$ cat config.mk
export PLATFORM = sky130hd
export DESIGN_NAME = frac_clk_div
export DESIGN_NICKNAME = d
export VERILOG_FILES = /design/src/rtl/fdiv_pkg.sv /design/src/rtl/fdiv_shadow.sv /design/src/rtl/fdiv_accum.sv /design/src/rtl/fdiv_counter.sv /design/src/rtl/frac_clk_div.sv
export SDC_FILE = /design/constraint.sdc
export NUM_CORES = 1
export LEC_CHECK = 0
export BUFFER_PORTS_ARGS = -buffer_cell sky130_fd_sc_hd__buf_4
export CORE_ASPECT_RATIO = 1.1
export CORE_MARGIN = 3
export CORE_UTILIZATION = 60
export DETAILED_ROUTE_END_ITERATION = 16
export PLACE_DENSITY = 0.91
export SETUP_SLACK_MARGIN = 0.3
export SLEW_MARGIN = 20
export SYNTH_ARGS = -nofsm -noshare
export SYNTH_HDL_FRONTEND = slang
export SYNTH_SLANG_ARGS = --single-unit
export TNS_END_PERCENT = 1
$ cat constraint.sdc
create_clock -name clk -period 4.3 [get_ports clk]
set_clock_uncertainty 0.1 [all_clocks]
set_input_delay 0.86 -clock clk [delete_from_list [all_inputs] [get_ports clk]]
set_output_delay 0.86 -clock clk [all_outputs]
set_load 0.02 [all_outputs]
$ cat src/rtl/fdiv_pkg.sv
package fdiv_pkg;

  localparam int FRAC_W   = 5;
  localparam int IN_INT_W = 24;

  // Variant codes
  typedef enum logic [1:0] {
    DIV_INT8        = 2'd0,
    DIV_INT16       = 2'd1,
    DIV_INT16_FRAC5 = 2'd2,
    DIV_INT24_FRAC5 = 2'd3
  } div_kind_e;

  function automatic int int_width(div_kind_e kind);
    case (kind)
      DIV_INT8:                   return 8;
      DIV_INT16, DIV_INT16_FRAC5: return 16;
      default:                    return 24;
    endcase
  endfunction

  function automatic bit has_frac(div_kind_e kind);
    return (kind == DIV_INT16_FRAC5) || (kind == DIV_INT24_FRAC5);
  endfunction

endpackage

$ cat src/rtl/fdiv_shadow.sv
module fdiv_shadow #(
  parameter int  IN_W     = 24,
  parameter int  INT_W    = 24,
  parameter int  FW       = 5,
  parameter bit  HAS_FRAC = 1'b1
) (
  input  logic             clk,
  input  logic             rst,
  input  logic             load,
  input  logic [IN_W-1:0]  int_in,
  input  logic [FW-1:0]    frac_in,
  output logic [INT_W-1:0] cur_int,
  output logic [FW-1:0]    frac_eff
);

  // Integer value is held for the whole period; truncated to INT_W
  always_ff @(posedge clk) begin
    if (rst) begin
      cur_int <= '0;
    end else if (load) begin
      cur_int <= int_in[INT_W-1:0];
    end
  end

  generate
    if (IN_W > INT_W) begin : g_trunc
      logic unused_hi;
      assign unused_hi = ^int_in[IN_W-1:INT_W];
    end
    if (HAS_FRAC) begin : g_frac
      assign frac_eff = frac_in;
    end else begin : g_nofrac
      // fraction ignored on integer-only kinds
      logic unused_frac;
      assign unused_frac = ^frac_in;
      assign frac_eff    = '0;
    end
  endgenerate

  // captured value changes only on a load
  a_r6_hold_between_loads: assert property (@(posedge clk) disable iff (rst)
    !load |=> $stable(cur_int));

endmodule

$ cat src/rtl/fdiv_accum.sv
module fdiv_accum #(
  parameter int FW       = 5,
  parameter bit HAS_FRAC = 1'b1
) (
  input  logic          clk,
  input  logic          rst,
  input  logic          clear,
  input  logic          step,
  input  logic          restart,
  input  logic [FW-1:0] frac_eff,
  output logic          stretch
);

  generate
    if (HAS_FRAC) begin : g_frac
      logic [FW-1:0] acc;
      logic [FW:0]   sum;
      logic          stretch_r;

      // A fresh start adds onto an empty accumulator
      assign sum = {1'b0, (restart ? {FW{1'b0}} : acc)} + {1'b0, frac_eff};

      always_ff @(posedge clk) begin
        if (rst || clear) begin
          acc       <= '0;
          stretch_r <= 1'b0;
        end else if (step) begin
          acc       <= sum[FW-1:0];
          stretch_r <= sum[FW];
        end
      end

      assign stretch = stretch_r;

      // no carry can come out of a zero fraction
      a_r3_zero_frac_no_stretch: assert property (@(posedge clk) disable iff (rst)
        (step && !clear && frac_eff == '0) |=> !stretch);

      // disabling drops any pending stretch
      a_r7_clear_drops_stretch: assert property (@(posedge clk) disable iff (rst)
        clear |=> !stretch);
    end else begin : g_nofrac
      logic unused_in;
      assign unused_in = ^{clk, rst, clear, step, restart, frac_eff};
      assign stretch   = 1'b0;
    end
  endgenerate

endmodule

$ cat src/rtl/fdiv_counter.sv
module fdiv_counter #(
  parameter int CNT_W = 25
) (
  input  logic             clk,
  input  logic             rst,
  input  logic             clear,
  input  logic             reload,
  input  logic [CNT_W-1:0] limit,
  output logic             hit
);

  logic [CNT_W-1:0] cnt;

  always_ff @(posedge clk) begin
    if (rst || clear) begin
      cnt <= '0;
    end else if (reload) begin
      cnt <= '0;
    end else begin
      cnt <= cnt + 1'b1;
    end
  end

  assign hit = (cnt == limit);

  // the count never runs past the period's terminal value
  a_r1_count_in_range: assert property (@(posedge clk) disable iff (rst)
    cnt <= limit);

endmodule

$ cat src/rtl/frac_clk_div.sv
module frac_clk_div
  import fdiv_pkg::*;
#(
  parameter div_kind_e KIND = DIV_INT24_FRAC5,
  parameter int        IN_W = IN_INT_W,
  parameter int        FW   = FRAC_W
) (
  input  logic            clk,
  input  logic            rst,
  input  logic            en,
  input  logic [IN_W-1:0] div_int,
  input  logic [FW-1:0]   div_frac,
  output logic            tick_o
);

  localparam int INT_W    = int_width(KIND);
  localparam bit HAS_FRAC = has_frac(KIND);
  localparam int CNT_W    = INT_W + 1;

  logic             running;
  logic             start;
  logic             period_end;
  logic             load;
  logic             hit;
  logic             stretch;
  logic [INT_W-1:0] cur_int;
  logic [FW-1:0]    frac_eff;
  logic [CNT_W-1:0] limit;

  // reset leaves the divider idle
  always_ff @(posedge clk) begin
    if (rst) begin
      running <= 1'b0;
    end else begin
      running <= en;
    end
  end

  assign start      = en && !running;
  assign period_end = en && running && hit;
  assign load       = start || period_end;
  assign tick_o     = period_end;
  assign limit      = CNT_W'(cur_int) + CNT_W'(stretch);

  fdiv_shadow #(
    .IN_W(IN_W), .INT_W(INT_W), .FW(FW), .HAS_FRAC(HAS_FRAC)
  ) u_shadow (
    .clk(clk), .rst(rst), .load(load),
    .int_in(div_int), .frac_in(div_frac),
    .cur_int(cur_int), .frac_eff(frac_eff)
  );

  fdiv_accum #(
    .FW(FW), .HAS_FRAC(HAS_FRAC)
  ) u_accum (
    .clk(clk), .rst(rst), .clear(!en), .step(load),
    .restart(start), .frac_eff(frac_eff), .stretch(stretch)
  );

  fdiv_counter #(
    .CNT_W(CNT_W)
  ) u_counter (
    .clk(clk), .rst(rst), .clear(!en), .reload(load),
    .limit(limit), .hit(hit)
  );

  // the first period after a start is never stretched
  a_r3_first_period_plain: assert property (@(posedge clk) disable iff (rst)
    start |=> !stretch);

endmodule

==> results.toml, run 1 <==
[drt]
postRouteAntennaNets = 0
via_per_inst = 5.96
routedWlPerCell_um = 16.2
first_iter_violations = 204
via_count = 3076
routed_wl_um = 8340
dr.pass1.iters = 4
drc = 0

[critical_path]
cp_max_fo = 8
reg2reg_from = "u_accum.stretch"
cp-endpoint = "tick_o"
cp.arrival_ns = 2.89
critPathLaunch = "u_accum.stretch"
path_cells = "ha_2 -> ha_4 -> clkinvlp_4 -> nor4_4 -> buf_4 -> a31oi_1 -> or4_4 -> nor4_4 -> and3_1 -> buf_4"
rrSetupSlack_ns = 0.97
required_ns = 3.34
critPathSlowestCell = "or4_4"
path_depth = 10
cp.buffers_inverters = 3
r2r_cells = 11
path_delay_family = "simple AND/OR/NAND/NOR gates"
worstSetupStartpointType = "flop"
max_stage_delay_ns = 0.53
critPathKind = "reg -> out"
regToRegEndpoint = "u_accum.g_frac.acc[1]"
endpoint_kind = "primary output"

[layout]
nNetsFinal = 482
finalNonFillerCells = 516
fin_area_um2 = 4020
fillers = 436
syn_to_final_growth_pct = 12.0
num_antenna_cells = 0
drive_gt1_frac = 0.138
utilization = 0.721

[yosys]
syn-num-nets = 454
async_flop_share = 0
synthFlopType = "dfxtp_1"
yosysUniqueCellTypes = 52
ys_seq_area_frac = 0.313
synth_seq_cells = 56
yosysWarnings = 0
synth_top_cell_by_area = "dfxtp_1"
netlist_area_um2 = 3580
synth_mux_area_frac = 0.0897
yosysTopAreaCellShare = 0.313
syn_area_per_cell_um2 = 8.68
synth_top_family_by_area = "simple AND/OR/NAND/NOR gates"
synthSimpleGateAreaFrac = 0.320
synth_xor_area_frac = 0.122
synth-edff-count = 0
syn_inst = 413
synth-compound-area-share = 0.0852
synth_fa_ha_area_frac = 0.0335
yosys-top-cells-area = "dfxtp_1 (31%), nand2b_1 (9.6%), mux2i_1 (8.7%)"

[sta]
max_freq_mhz = 259
rsz0062_at_grt = "false"
hold_viol = 0
fin_ws_ns = 0.445
slew_headroom = 0.616
fin_crit_ns = 3.85
fin_setup_tns_ns = 0
final-setup-viol-count = 0
report.final.slew_viol_count = 0
worst_slew_pin_slew_ns = 0.576
holdWs_ns = 0.375
finalCritPeriodShare = 0.896

[worst_hold_path]
worstHoldPathType = "reg -> reg"

[clock_tree]
cts_buffer_depth = 2
insertion_delay_ns = 0.31
clkTransAtPathRegs_ns = 0.10
htreeDepth = 2
cts_tree = "built"
cts_made_buffers = 5
clkSinkCount = 56
cts_root_buf = "clkbuf_8"

[outcome]
status = "complete, no violations"

[place]
placed_cell_area_um2 = 3890
place_ws_ns = 0.555
dpl.cell_count = 508
hpwl_um = 6140
place.port_buffers = 32
gp_congestion = 0.913

[power_and_ir_drop]
power_density_nw_per_um2 = 247
vdd.ir_drop.worst_uv = 131
finalPower_mw = 0.991
p_leak_nw = 1.54

[global_route]
grt-ovfl-total = 0
grt_max_degree = 50
antenna_found_initial = 0
grt_use_total = 0.257
grt_pass1_wl_um = 14400
first_global_vias = 3133

[die]
dieArea_um2 = 6940
die_x_um = 79.7
core_region_area_um2 = 5570
initial_core_util = 0.644
die_y_um = 87.1
io_pins = 33
fp-row-count = 28

[flow_run]
cap_violations = 0
[worst min path at each step]
stage	start	endpoint	slack, ns	cells after the start
global route	u_accum.g_frac.acc[2]	u_accum.g_frac.acc[2]	0.40	2
detailed placement	u_accum.stretch	u_accum.stretch	0.37	2
CTS	u_accum.g_frac.acc[2]	u_accum.g_frac.acc[2]	0.38	2
floorplan	u_accum.g_frac.acc[0]	u_accum.g_frac.acc[0]	0.33	2
global placement	u_accum.g_frac.acc[4]	u_accum.g_frac.acc[4]	0.34	2
finish	u_accum.g_frac.acc[2]	u_accum.g_frac.acc[2]	0.38	2
[cell usage after synthesis, types with 2 or more instances]
cell type  count
nor4_1         7
a31oi_1        2
and2_1         6
nor4_4         2
nor3b_1        2
and3_1         8
inv_1         11
or4_1          2
a311oi_1       3
o21a_1         2
nand4b_1       2
nand2_1       27
nor2b_1        4
and4_1         4
mux2i_1       31
buf_6          3
nand4_1       10
a21oi_1        7
a31o_2         3
nand3_1       18
xnor2_1       30
buf_2          3
nor3_1        31
nor2_1        13
xor2_1        20
dfxtp_1       56
clkbuf_1      11
a211oi_1       3
ha_1           8
a21boi_0       2
nand2b_1      55
o2bb2ai_1      2
o21ai_0        4
or3_1          2
o211ai_1       2
[metal layers]
layer	global-route usage	wire length, µm	share of wire	vias up
met2	0.458	4210	0.50	91
met3	0.0321	451	0.054	18
li1	-	-	-	1508
met4	0.0938	184	0.022	0
met1	0.317	3490	0.42	1459
met5	0	0	0	-
[sequential cells by signal, indices dropped and copies added, names as in the netlist]
signal,flops
running,1
u_counter.cnt,25
u_shadow.cur_int,24
u_accum.stretch,1
u_accum.g_frac.acc,5
[timing repair]
item                       in CTS  in global routing
resized for setup               1                  7
setup buffers                   1                  0
pin swaps                       1                  0
setup endpoints to repair       1                  1
hold buffers                    0                  0
gates cloned                    0                  0
[power by group]
part / switching, mW / internal [mW]
Combinational: 0.0734 / 0.0772
Sequential: 0.0291 / 0.536
Clock: 0.164 / 0.111
Total: 0.266 / 0.725
[worst min-delay path: stages, from the launching register on]
cell     delay (ns)
dfxtp_1        0.32
nand2_1        0.05
mux2i_1        0.06
[layout make-up]
type / instances / area (µm²) / area share
Clock buffer: 6 / 72.6 / 0.0181
Timing Repair Buffer: 38 / 298 / 0.0741
Inverter: 11 / 45.0 / 0.0112
Multi-Input combinational cell: 329 / 2380 / 0.593
Clock inverter: 1 / 5.00 / 0.00125
Tap cell: 75 / 93.8 / 0.0234
Sequential cell: 56 / 1120 / 0.279
[cells in the final DEF (no fill, tap or decap), drive strengths merged, types with 2 or more instances in the layout]
master,instances
a211oi,3
a21boi,2
a21oi,7
a311oi,3
a31o,3
a31oi,3
and2,6
and3,8
and4,4
buf,38
clkbuf,6
dfxtp,56
ha,8
inv,10
mux2i,31
nand2,27
nand2b,55
nand3,18
nand4,11
nand4b,2
nor2,13
nor2b,4
nor3,32
nor3b,2
nor4,9
o211ai,2
o21a,2
o21ai,4
o2bb2ai,2
or3,2
or4,3
xnor2,30
xor2,20
[cell families (layout without fill, tap and decap cells)]
family,Yosys count,after routing
simple gates,197,197
flops,56,56
compound gates,41,41
fa+ha+maj,9,9
mux,32,32
buf+inv,28,56
xor+xnor,50,50
Power figures use the tool's default switching activity.
==> run 2: changes to the inputs <==
BUFFER_PORTS_ARGS = -buffer_cell sky130_fd_sc_hd__buf_2   (was -buffer_cell sky130_fd_sc_hd__buf_4)
PLACE_DENSITY = 0.8   (was 0.91)
==> results.toml, run 2 (same netlist as run 1, synthesis figures left out) <==
[critical_path]
endpoint_kind = "primary output"
cp_max_fo = 7
regToRegEndpoint = "u_accum.g_frac.acc[1]"
rrSetupSlack_ns = 0.95
required_ns = 3.34
critPathKind = "reg -> out"
worstSetupStartpointType = "flop"
reg2reg_from = "u_shadow.cur_int[0]"
cp.arrival_ns = 2.89
r2r_cells = 10

[layout]
final_cell_mix = "dfxtp_1 (56), nand2b_1 (55), buf_2 (32)"
reg_top3 = "u_counter.cnt (25), u_shadow.cur_int (24), u_accum.g_frac.acc (5)"
utilization = 0.712
num_antenna_cells = 0
nNetsFinal = 485
mostFrequentLayoutCell = "dfxtp_1"
syn_to_final_growth_pct = 10.6
fillers = 440
regMostFlops = "u_counter.cnt"
largest_reg_flops = 25
drive_gt1_frac = 0.151

[sta]
fin_ws_ns = 0.445
fin_crit_ns = 3.85
rsz0062_at_grt = "false"
max_freq_mhz = 259
fin_setup_tns_ns = 0
finalCritPeriodShare = 0.897
worst_slew_pin_slew_ns = 0.640
report.final.slew_viol_count = 0
holdWs_ns = 0.360
final-setup-viol-count = 0
slew_headroom = 0.573
hold_viol = 0

[power_and_ir_drop]
swShare = 0.273
finalPower_mw = 1.01
power_density_nw_per_um2 = 254
p_comb_frac = 0.139
p_sw_mw = 0.276
p_leak_nw = 1.54
cellInternalPower_mw = 0.733
power.share.clock = 0.299
seq_power_share = 0.561
vdd.ir_drop.worst_uv = 156

[place]
place_ws_ns = 0.572
gp_congestion = 0.993
hpwl_um = 5790
place.port_buffers = 32

[clock_tree]
htreeDepth = 2
cts_root_buf = "clkbuf_8"
clkTransAtPathRegs_ns = 0.09
clkSinkCount = 56
insertion_delay_ns = 0.32
cts_buffer_depth = 2
hold_buffers = 0
cts_made_buffers = 5
cts_tree = "built"

[die]
dieArea_um2 = 6940
fp-row-count = 28
core_region_area_um2 = 5570
die_y_um = 87.1
initial_core_util = 0.644
die_x_um = 79.7
io_pins = 33

[global_route]
grt_pass1_wl_um = 13300
antenna_found_initial = 0
grt_use_total = 0.240
first_global_vias = 2807
grt_max_degree = 50
grt-ovfl-total = 0

[worst_hold_path]
worstHoldPathType = "reg -> reg"
hold_start = "u_accum.g_frac.acc[0]"
hold_depth = 2
holdPathEnd = "u_accum.g_frac.acc[0]"

[drt]
routedWlPerCell_um = 15.5
routed_wl_um = 8060
via_count = 3074
postRouteAntennaNets = 0
drc = 0
dr.pass1.iters = 5
first_iter_violations = 320
via_per_inst = 5.91

[flow_run]
cap_violations = 0

[outcome]
status = "complete, no violations"
## run 2: cell types whose count changed in the layout (fill, tap and decap cells not counted)
cell,change
buf_12,-1
buf_2,+32
buf_4,-28
clkbuf_1,-1
clkbuf_8,+1
clkinv_2,+1
or4_1,-1
or4_4,+1
## run 2: final cells by class
class | count | area [µm²] | area share
Timing Repair Buffer | 41 | 228 | 0.0574
Multi-Input combinational cell | 329 | 2380 | 0.601
Sequential cell | 56 | 1120 | 0.283
Clock buffer | 6 | 82.6 | 0.0208
Clock inverter | 2 | 10.0 | 0.00252
Tap cell | 75 | 93.8 | 0.0237
Inverter | 11 | 45.0 | 0.0114
## run 2: worst max-delay path by stage
| stage | from | end | slack [ns] |
|---|---|---|---|
| floorplan | u_accum.stretch | tick_o | 0.83 |
| global placement | u_accum.stretch | tick_o | 0.63 |
| detailed placement | u_shadow.cur_int[0] | tick_o | 0.57 |
| CTS | u_shadow.cur_int[0] | tick_o | 0.39 |
| global route | u_shadow.cur_int[0] | tick_o | 0.30 |
| finish | u_shadow.cur_int[0] | tick_o | 0.45 |
## run 2: routing by layer
metal	share of wire	vias to the layer above	global-route usage
met5	0	-	0
met4	0.023	0	0.0781
li1	-	1519	-
met1	0.46	1428	0.333
met3	0.060	19	0.0373
met2	0.46	108	0.382
## run 2: power by group through the flow
stage	registers, mW	clock network [mW]	logic (mW)
after global placement	0.575	0	0.135
after global routing	0.569	0.324	0.156
after floorplan	0.565	0	0.108
final	0.566	0.302	0.141
after CTS	0.564	0.304	0.140
after detailed placement	0.576	0	0.138
## run 2: repair_timing
item | 4_1_cts | 5_1_grt
gates resized for setup | 0 | 9
setup endpoints to repair | 1 | 1
setup buffers | 1 | 3
pin swaps | 1 | 0
## run 2: through the flow
stage	cell area, µm²	instances
after floorplan	3580	413
after global placement	3790	508
after detailed placement	3790	508
after CTS	3890	517
after global routing	3970	520
final	3970	520
## run 2: worst max-delay path, cell delays in order (launching register included)
cell and delay, ns:
dfxtp_1 0.36, ha_2 0.22, ha_4 0.18, clkinvlp_4 0.20, nor4_4 0.33, mux2i_1 0.10
or4_1 0.58, nor4_4 0.26, and3_1 0.19, buf_2 0.16
==> run 3: changes to the inputs <==
MAX_ROUTING_LAYER = met4   (was not set)
==> results.toml, run 3 (same netlist as run 1, synthesis figures left out) <==
[outcome]
status = "complete, no violations"

[sta]
finalCritPeriodShare = 0.906
fin_ws_ns = 0.402
hold_viol = 0
final-setup-viol-count = 0
fin_crit_ns = 3.90
slew_headroom = 0.588
report.final.slew_viol_count = 0
fin_setup_tns_ns = 0
rsz0062_at_grt = "false"
worst_slew_pin_slew_ns = 0.618
max_freq_mhz = 257
holdWs_ns = 0.363

[die]
die_y_um = 87.1
core_region_area_um2 = 5570
dieArea_um2 = 6940
fp-row-count = 28
initial_core_util = 0.644
io_pins = 33
die_x_um = 79.7

[clock_tree]
hold_buffers = 0
cts_made_buffers = 5
clkTransAtPathRegs_ns = 0.10
cts_tree = "built"
clkSinkCount = 56
cts_buffer_depth = 2
insertion_delay_ns = 0.32
cts_root_buf = "clkbuf_8"
htreeDepth = 2

[drt]
routed_wl_um = 8040
via_count = 3047
postRouteAntennaNets = 0
dr.pass1.iters = 5
first_iter_violations = 211
drc = 0
via_per_inst = 5.88
routedWlPerCell_um = 15.5

[critical_path]
cp.arrival_ns = 2.94
worstSetupStartpointType = "flop"
endpoint_kind = "primary output"
cp_max_fo = 7
critPathKind = "reg -> out"
required_ns = 3.34

[flow_run]
cap_violations = 0

[place]
place.port_buffers = 32
place_ws_ns = 0.504
dpl.cell_count = 508
hpwl_um = 5850
gp_congestion = 0.996

[worst_hold_path]
worstHoldPathType = "reg -> reg"

[global_route]
grt_pass1_wl_um = 13600
antenna_found_initial = 0
first_global_vias = 2803
grt-busiest-layer = "met2"
grt_use_total = 0.252
met2_usage = 0.382
met1_usage = 0.347
grt-ovfl-total = 0
use_met3 = 0.0404
grt_max_degree = 50

[layout]
largest_reg_flops = 25
mostFrequentLayoutCell = "dfxtp_1"
reg_top3 = "u_counter.cnt (25), u_shadow.cur_int (24), u_accum.g_frac.acc (5)"
regMostFlops = "u_counter.cnt"
final_cell_mix = "dfxtp_1 (56), nand2b_1 (55), buf_2 (32)"
nNetsFinal = 483
drive_gt1_frac = 0.142
syn_to_final_growth_pct = 10.3
finalNonFillerCells = 518
fillers = 445
num_antenna_cells = 0

[power_and_ir_drop]
p_comb_frac = 0.139
power.share.clock = 0.301
finalPower_mw = 1.01
p_sw_mw = 0.277
power_density_nw_per_um2 = 256
seq_power_share = 0.560
cellInternalPower_mw = 0.733
vdd.ir_drop.worst_uv = 173
swShare = 0.274
p_leak_nw = 1.53
-- run 3: changes by cell type in the layout (fill, tap and decap cells not counted), sizes merged --
cell / previous run / this run
buf: 41 / 39
-- run 3: path summary, 6_finish.rpt --
kind,startpoint,to,depth (start not counted),slack [ns]
setup / recovery,u_shadow.cur_int[6],tick_o,8,0.40
hold / removal,u_accum.g_frac.acc[3],u_accum.g_frac.acc[3],2,0.36
setup reg to reg,u_accum.stretch,u_accum.g_frac.acc[1],11,0.97
hold reg to reg,u_accum.g_frac.acc[3],u_accum.g_frac.acc[3],2,0.36
-- run 3: power by group through the flow --
stage	clock [mW]	combinational, mW	sequential, mW
floorplan	0	0.108	0.565
global placement	0	0.136	0.575
detailed placement	0	0.138	0.576
CTS	0.309	0.140	0.564
global route	0.330	0.156	0.569
finish	0.304	0.141	0.566
-- run 3: cell type report --
cell class,instances,area (µm²),area share
multi-input combinational,329,2390,0.603
sequential,56,1120,0.283
timing repair buffer,39,216,0.0547
tap,75,93.8,0.0237
clock buffer,6,82.6,0.0209
inverter,11,45.0,0.0114
clock inverter,2,10.0,0.00253
-- run 3: per-layer routing --
metal	wire length (µm)	up-vias
li1	-	1521
met1	3830	1428
met2	3690	84
met3	380	14
met4	142	0
met5	0	-
-- run 3: repair_timing --
action,in CTS,in global routing
buffers inserted,1,1
pin swaps,1,0
endpoints found under the setup margin,1,1
resized for setup,2,7
-- run 3: stage by stage --
step	utilization	area [µm²]
final	0.710	3960
after CTS	0.701	3900
after detailed placement	0.681	3790
after global routing	0.710	3960
after floorplan	-	3580
after global placement	0.681	3790
-- run 3: critical path: stages, from the launching register on --
cell	delay, ns
dfxtp_1	0.48
nand3_1	0.31
or4_1	0.69
nor2_1	0.15
mux2_2	0.34
nor3_1	0.15
buf_4	0.17
and3_1	0.16
buf_2	0.16
